==> config.mk <==
export PLATFORM = sky130hd
export DESIGN_NAME = pwm_regif
export DESIGN_NICKNAME = d
export VERILOG_FILES = /design/src/rtl/pwm_regif_pkg.sv /design/src/rtl/pwm_addr_dec.sv /design/src/rtl/pwm_glob_ctrl.sv /design/src/rtl/pwm_chan_regs.sv /design/src/rtl/pwm_regif.sv
export SDC_FILE = /design/constraint.sdc
export NUM_CORES = 1
export LEC_CHECK = 0
export BUFFER_PORTS_ARGS = -buffer_cell sky130_fd_sc_hd__buf_4
export CAP_MARGIN = 40
export CORE_MARGIN = 3
export CORE_UTILIZATION = 35
export CTS_CLUSTER_SIZE = 14
export DETAILED_ROUTE_END_ITERATION = 8
export RECOVER_POWER = 50
export SKIP_CTS_REPAIR_TIMING = 1
export SYNTH_ARGS = -nofsm -noshare
export SYNTH_HDL_FRONTEND = slang
export SYNTH_SLANG_ARGS = --single-unit
==> constraint.sdc <==
create_clock -name clk -period 1.9 [get_ports clk]
set_input_delay 0.095 -clock clk [delete_from_list [all_inputs] [get_ports clk]]
set_output_delay 0.095 -clock clk [all_outputs]
set_load 0.03 [all_outputs]
==> src/rtl/pwm_regif_pkg.sv <==
package pwm_regif_pkg;
    // Global word offsets
    localparam logic [11:0] OFF_START  = 12'h004;
    localparam logic [11:0] OFF_STOP   = 12'h008;
    localparam logic [11:0] OFF_STATUS = 12'h00C;
    localparam logic [11:0] OFF_FLAGS  = 12'h01C;
    // Channel window geometry
    localparam logic [11:0] WIN_BASE   = 12'h200;
    localparam int          WIN_SHIFT  = 5;
    // Offsets inside a window
    localparam logic [4:0]  WOFF_MODE  = 5'h00;
    localparam logic [4:0]  WOFF_DUTY  = 5'h04;
    localparam logic [4:0]  WOFF_PER   = 5'h08;
    localparam logic [4:0]  WOFF_STAGE = 5'h10;
    // Mode word bit positions
    localparam int          MB_INV     = 9;
    localparam int          MB_TGT     = 10;

    typedef struct packed {
        logic       tgt_period;
        logic       invert;
        logic [3:0] prescale;
    } mode_t;

    typedef struct packed {
        logic mode;
        logic duty;
        logic per;
        logic stage;
    } wsel_t;
endpackage

==> src/rtl/pwm_addr_dec.sv <==
module pwm_addr_dec
    import pwm_regif_pkg::*;
#(
    parameter int NCH    = 4,
    parameter int ADDR_W = 12
) (
    input  logic [ADDR_W-1:0] addr,
    output logic              hit_start,
    output logic              hit_stop,
    output logic              hit_status,
    output logic              hit_flags,
    output logic [NCH-1:0]    win_hit,
    output wsel_t             wsel
);
    localparam logic [ADDR_W-1:0] WIN_END =
        ADDR_W'(WIN_BASE) + ADDR_W'(NCH << WIN_SHIFT);

    logic [ADDR_W-1:0] rel;
    logic [ADDR_W-1:0] idx;
    logic              in_win;

    always_comb begin
        hit_start  = (addr == ADDR_W'(OFF_START));
        hit_stop   = (addr == ADDR_W'(OFF_STOP));
        hit_status = (addr == ADDR_W'(OFF_STATUS));
        hit_flags  = (addr == ADDR_W'(OFF_FLAGS));
        rel        = addr - ADDR_W'(WIN_BASE);
        idx        = rel >> WIN_SHIFT;
        in_win     = (addr >= ADDR_W'(WIN_BASE)) && (addr < WIN_END);
        wsel.mode  = in_win && (rel[4:0] == WOFF_MODE);
        wsel.duty  = in_win && (rel[4:0] == WOFF_DUTY);
        wsel.per   = in_win && (rel[4:0] == WOFF_PER);
        wsel.stage = in_win && (rel[4:0] == WOFF_STAGE);
        for (int i = 0; i < NCH; i++) begin
            win_hit[i] = in_win && (idx == ADDR_W'(i));
        end
    end
endmodule

==> src/rtl/pwm_glob_ctrl.sv <==
module pwm_glob_ctrl #(
    parameter int NCH = 4
) (
    input  logic           clk,
    input  logic           rst_n,
    input  logic           do_start,
    input  logic           do_stop,
    input  logic           do_flag_rd,
    input  logic [NCH-1:0] mask,
    input  logic [NCH-1:0] period_start,
    output logic [NCH-1:0] run,
    output logic [NCH-1:0] flags
);
    typedef struct packed {
        logic [NCH-1:0] run;
        logic [NCH-1:0] flags;
    } glob_t;

    glob_t st_d, st_q;

    always_comb begin
        st_d = st_q;
        if (do_start) st_d.run = st_q.run | mask;
        if (do_stop)  st_d.run = st_q.run & ~mask;
        // clear on read, but a pulse in the same cycle survives
        st_d.flags = (do_flag_rd ? '0 : st_q.flags) | period_start;
    end

    always_ff @(posedge clk or negedge rst_n) begin
        if (!rst_n) st_q <= '0;
        else        st_q <= st_d;
    end

    assign run   = st_q.run;
    assign flags = st_q.flags;
endmodule

==> src/rtl/pwm_chan_regs.sv <==
module pwm_chan_regs
    import pwm_regif_pkg::*;
#(
    parameter int DW = 16
) (
    input  logic          clk,
    input  logic          rst_n,
    input  wsel_t         wr,
    input  mode_t         mode_in,
    input  logic [DW-1:0] val_in,
    input  logic          period_start,
    output mode_t         mode,
    output logic [DW-1:0] duty,
    output logic [DW-1:0] period,
    output logic [DW-1:0] staged
);
    typedef struct packed {
        mode_t         mode;
        logic [DW-1:0] duty;
        logic [DW-1:0] period;
        logic [DW-1:0] staged;
        logic          pend;
    } chan_t;

    chan_t st_d, st_q;

    always_comb begin
        st_d = st_q;
        if (period_start && st_q.pend) begin
            if (st_q.mode.tgt_period) st_d.period = st_q.staged;
            else                      st_d.duty   = st_q.staged;
            st_d.pend = 1'b0;
        end
        if (wr.mode) st_d.mode = mode_in;
        if (wr.duty) st_d.duty = val_in;
        if (wr.per)  st_d.period = val_in;
        if (wr.stage) begin
            st_d.staged = val_in;
            st_d.pend   = 1'b1;
        end
    end

    always_ff @(posedge clk or negedge rst_n) begin
        if (!rst_n) st_q <= '0;
        else        st_q <= st_d;
    end

    assign mode   = st_q.mode;
    assign duty   = st_q.duty;
    assign period = st_q.period;
    assign staged = st_q.staged;
endmodule

==> src/rtl/pwm_regif.sv <==
module pwm_regif
    import pwm_regif_pkg::*;
#(
    parameter int NCH    = 4,
    parameter int DW     = 16,
    parameter int ADDR_W = 12,
    parameter int DATA_W = 32
) (
    input  logic              clk,
    input  logic              rst_n,
    input  logic [ADDR_W-1:0] bus_addr,
    input  logic [DATA_W-1:0] bus_wdata,
    input  logic              bus_wr,
    input  logic              bus_rd,
    output logic [DATA_W-1:0] bus_rdata,
    input  logic [NCH-1:0]    ch_period_start,
    output logic [NCH-1:0]    ch_run,
    output logic [NCH*4-1:0]  ch_prescale,
    output logic [NCH-1:0]    ch_invert,
    output logic [NCH*DW-1:0] ch_duty,
    output logic [NCH*DW-1:0] ch_period
);
    logic           hit_start, hit_stop, hit_status, hit_flags;
    logic [NCH-1:0] win_hit;
    wsel_t          wsel;
    logic [NCH-1:0] isr_vec;
    mode_t          mode_in;
    mode_t          modes  [NCH];
    logic [DW-1:0]  stages [NCH];

    pwm_addr_dec #(.NCH(NCH), .ADDR_W(ADDR_W)) u_dec (
        .addr       (bus_addr),
        .hit_start  (hit_start),
        .hit_stop   (hit_stop),
        .hit_status (hit_status),
        .hit_flags  (hit_flags),
        .win_hit    (win_hit),
        .wsel       (wsel)
    );

    pwm_glob_ctrl #(.NCH(NCH)) u_glob (
        .clk          (clk),
        .rst_n        (rst_n),
        .do_start     (bus_wr && hit_start),
        .do_stop      (bus_wr && hit_stop),
        .do_flag_rd   (bus_rd && hit_flags),
        .mask         (bus_wdata[NCH-1:0]),
        .period_start (ch_period_start),
        .run          (ch_run),
        .flags        (isr_vec)
    );

    assign mode_in.tgt_period = bus_wdata[MB_TGT];
    assign mode_in.invert     = bus_wdata[MB_INV];
    assign mode_in.prescale   = bus_wdata[3:0];

    for (genvar g = 0; g < NCH; g++) begin : g_ch
        wsel_t wr_g;
        assign wr_g = bus_wr && win_hit[g] ? wsel : '0;
        pwm_chan_regs #(.DW(DW)) u_regs (
            .clk          (clk),
            .rst_n        (rst_n),
            .wr           (wr_g),
            .mode_in      (mode_in),
            .val_in       (bus_wdata[DW-1:0]),
            .period_start (ch_period_start[g]),
            .mode         (modes[g]),
            .duty         (ch_duty[g*DW +: DW]),
            .period       (ch_period[g*DW +: DW]),
            .staged       (stages[g])
        );
        assign ch_prescale[g*4 +: 4] = modes[g].prescale;
        assign ch_invert[g]          = modes[g].invert;
    end

    if (DW < DATA_W) begin : g_sink
        logic unused_wdata_hi;
        assign unused_wdata_hi = ^bus_wdata[DATA_W-1:DW];
    end

    typedef struct packed {
        logic [DATA_W-1:0] rdata;
    } rd_t;

    rd_t           rd_d, rd_q;
    logic [DATA_W-1:0] rd_val;

    always_comb begin
        rd_val = '0;
        if (hit_status) rd_val = DATA_W'(ch_run);
        if (hit_flags)  rd_val = DATA_W'(isr_vec);
        for (int i = 0; i < NCH; i++) begin
            if (win_hit[i]) begin
                if (wsel.mode) begin
                    rd_val[3:0]    = modes[i].prescale;
                    rd_val[MB_INV] = modes[i].invert;
                    rd_val[MB_TGT] = modes[i].tgt_period;
                end
                if (wsel.duty)  rd_val = DATA_W'(ch_duty[i*DW +: DW]);
                if (wsel.per)   rd_val = DATA_W'(ch_period[i*DW +: DW]);
                if (wsel.stage) rd_val = DATA_W'(stages[i]);
            end
        end
        rd_d.rdata = bus_rd ? rd_val : '0;
    end

    always_ff @(posedge clk or negedge rst_n) begin
        if (!rst_n) rd_q <= '0;
        else        rd_q <= rd_d;
    end

    assign bus_rdata = rd_q.rdata;
endmodule

==> run metrics <==
R2R Setup Slk=0.16 ns; CORE AREA=0.0389 sq mm; dpl cell area=roughly 0.016 sq mm; Seq/Total Area, Yosys=0.439; clk_lat worst skew=approximately 0.56 ns; die width=between 200 and 250 um; I/O Pins=roughly 240; Residual DRC=0; Crit Reg-Reg Endpoint=bus_rdata[5]; routed length per instance=around 23 um; Most Frequent Cell on Critical Path=buf_4; total CTS buffers=27; final worst path period share=0.977; WP data required=approximately 2.3 ns; slew margin rel.=0.0382; NumNets Final=1,632; Area contributors post-synth=dfrtp_1 44%, mux2i_1 9.6%, buf_4 9.2%; synthesized flop and latch total=about 240; Synth top area share=0.439; largest net degree at the start of global routing=between 50 and 60; Syn Inst Count=between 1,000 and 1,500; worst r2r path cells=8; initial antenna violation count=2; ys flop type=dfrtp_1; Syn-to-layout area delta=21.8%; synthesized area=~0.014 sq mm; hpwl dp=roughly 37,000 um; vias in the first global route=11,200; Worst-Margin Slew=~1.4 ns; Synth area leader=dfrtp_1; design area=about 0.017 sq mm; Worst Hold End=bus_rdata[11]; Final Skew=0.0106 ns; HP Class=input pin to register; worst setup path class=input pin to register; Vias per Instance=5.45; Synth top cells by count=244 x dfrtp_1, 170 x buf_4, 138 x a21oi_1; DIE HEIGHT=just over 200 um; Max Freq=approximately 540 MHz; clock root cell=clkbuf_16; Via Count=~12,000; Synth cell types=68; full die area=between 0.04 and 0.05 sq mm; CP peak stage delay=about 0.37 ns; VDD IR max=about 0.0006 V; syn_area_per_cell=9.92 sq um; global-route wire length before repair=between 70,000 and 80,000 um; clk sinks=approximately 240; CTS tree=built; I/O Buffers=between 200 and 250; Starting Density=0.357; Hold Crit Depth=4; row count=72; htree depth=1; EDFF count, synth=0; RSZ-0062 raised after global routing=false; post-route ant nets=0; Post-synth ARST share=1.00; Cell Chain, Critical Path=buf_4 > buf_4 > nor3_1 > buf_4 > buf_4 > nand4_1 > buf_4 > buf_4 > o311ai_0 > a211o_1 > o21ai_1; hold_sp=bus_addr[5]; Setup WS pre-CTS=-0.452 ns; status=complete, no violations; CP startpoint kind=input pin; GRT Util Overall=0.228; GRT overflow=0; worst hold margin=about 0.1 ns; CP Capture Type=register; pwr/cell area=662 mW/mm^2; critical path's top delay family=buffers and inverters; Pre-Repair DR Iteration Count=7; final setup violation count=0; Placer Congestion=0.959; Critical path buffers and inverters=6; Routed WL=slightly below 50,000 um; crit-path max FO=7; Leak Pwr=about 8.6 nW; WP data arrival=2.28 ns; maxcap violations=0; Warnings, synthesis=0; Final Hold Violating Endpoints=0; pins over their slew limit=0; worst r2r src=g_ch[0].u_regs.staged[5]; setup ws final=0.0443 ns; minimum clock period=1.86 ns; layout cells sized above 1=0.286; Clk pin slew, worst setup/hold paths=~0.060 ns; worst-case clock buffer depth=3; Initial DRC Count=~1,100; count leader, synth=dfrtp_1; Finished Core Util=0.435; Slowest cell on crit path=nor3_1
registers in the layout (all words and copies together) (netlist names), named ones only:
name                flops
bus_rdata              16
g_ch.u_regs.duty       64
g_ch.u_regs.mode       24
g_ch.u_regs.period     64
g_ch.u_regs.st_q        4
g_ch.u_regs.staged     64
u_glob.flags            4
layout by cell type, fill, tap and decap left out, drive strengths merged, types with 19 or more instances in the layout:
cell type	n
a21oi	138
a221oi	19
buf	299
clkbuf	125
dfrtp	244
dlygate4sd3	22
mux2	89
mux2i	133
nand2	71
nand3	25
nor2	134
nor3	21
o21ai	72
o22ai	26
final cells by class:
class	count	area [sq um]
Clock inverter	12	120
Antenna cell	2	5.00
Timing Repair Buffer	408	3110
Inverter	5	18.8
Multi-Input combinational cell	894	6150
Tap cell	518	648
Sequential cell	244	6110
Clock buffer	38	777
Fill cell	3832	22000
stage by stage:
step	power [W]	TNS (ns)	cells
2_1_floorplan	0.00556	-1.72	1416
3_3_place_gp	0.00594	-50.07	2047
3_5_place_dp	0.00594	-51.56	2047
4_1_cts	0.0113	0	2097
5_1_grt	0.0116	0	2120
6_report	0.0112	0	2121
cell families (layout without fill, tap and decap cells):
group / after synthesis / in the layout / share of synthesized area
AOI/OAI and AO/OA: 346 / 346 / 0.154
and+or+nand+nor: 310 / 310 / 0.109
buffers and inverters: 278 / 463 / 0.126
DFF: 244 / 244 / 0.439
muxes: 222 / 222 / 0.173
other: 1 / 18 / 0.000270
worst min-delay path, delay by kind of cell:
family                 cells  cell delay [ns]
AOI/OAI and AO/OA          2             0.23
buffers and inverters      2             0.28
worst max-delay path by stage:
| stage | start | to | slack [ns] | depth (start not counted) |
|---|---|---|---|---|
| 5_1_grt | rst_n | g_ch[2].u_regs.staged[4] | 0.02 | 3 |
| 3_3_place_gp | bus_addr[2] | bus_rdata[2] | -0.47 | 11 |
| 4_1_cts | bus_addr[2] | bus_rdata[2] | 0.12 | 11 |
| 3_5_place_dp | bus_addr[2] | bus_rdata[2] | -0.45 | 11 |
| 6_report | bus_addr[2] | bus_rdata[2] | 0.04 | 11 |
| 2_1_floorplan | bus_addr[11] | g_ch[3].u_regs.staged[10] | -0.06 | 7 |
per-layer routing:
layer / vias up / part of all wire / GRT usage / wire length [um]
li1: 5230 / - / - / -
met1: 5695 / 0.44 / 0.325 / 21800
met2: 557 / 0.44 / 0.344 / 21900
met3: 78 / 0.085 / 0.0541 / 4190
met4: 2 / 0.027 / 0.0715 / 1320
met5: - / 0.00026 / 0 / 13
report_power, final:
part	internal (W)	switching (W)	leakage, nW	total (W)
logic	0.000219	0.000452	4.78	0.000671
registers	0.00520	0.00000476	3.39	0.00521
clock network	0.00312	0.00221	0.446	0.00534
total	0.00854	0.00267	8.62	0.0112
Note: power is estimated with default switching activity, not from simulation.
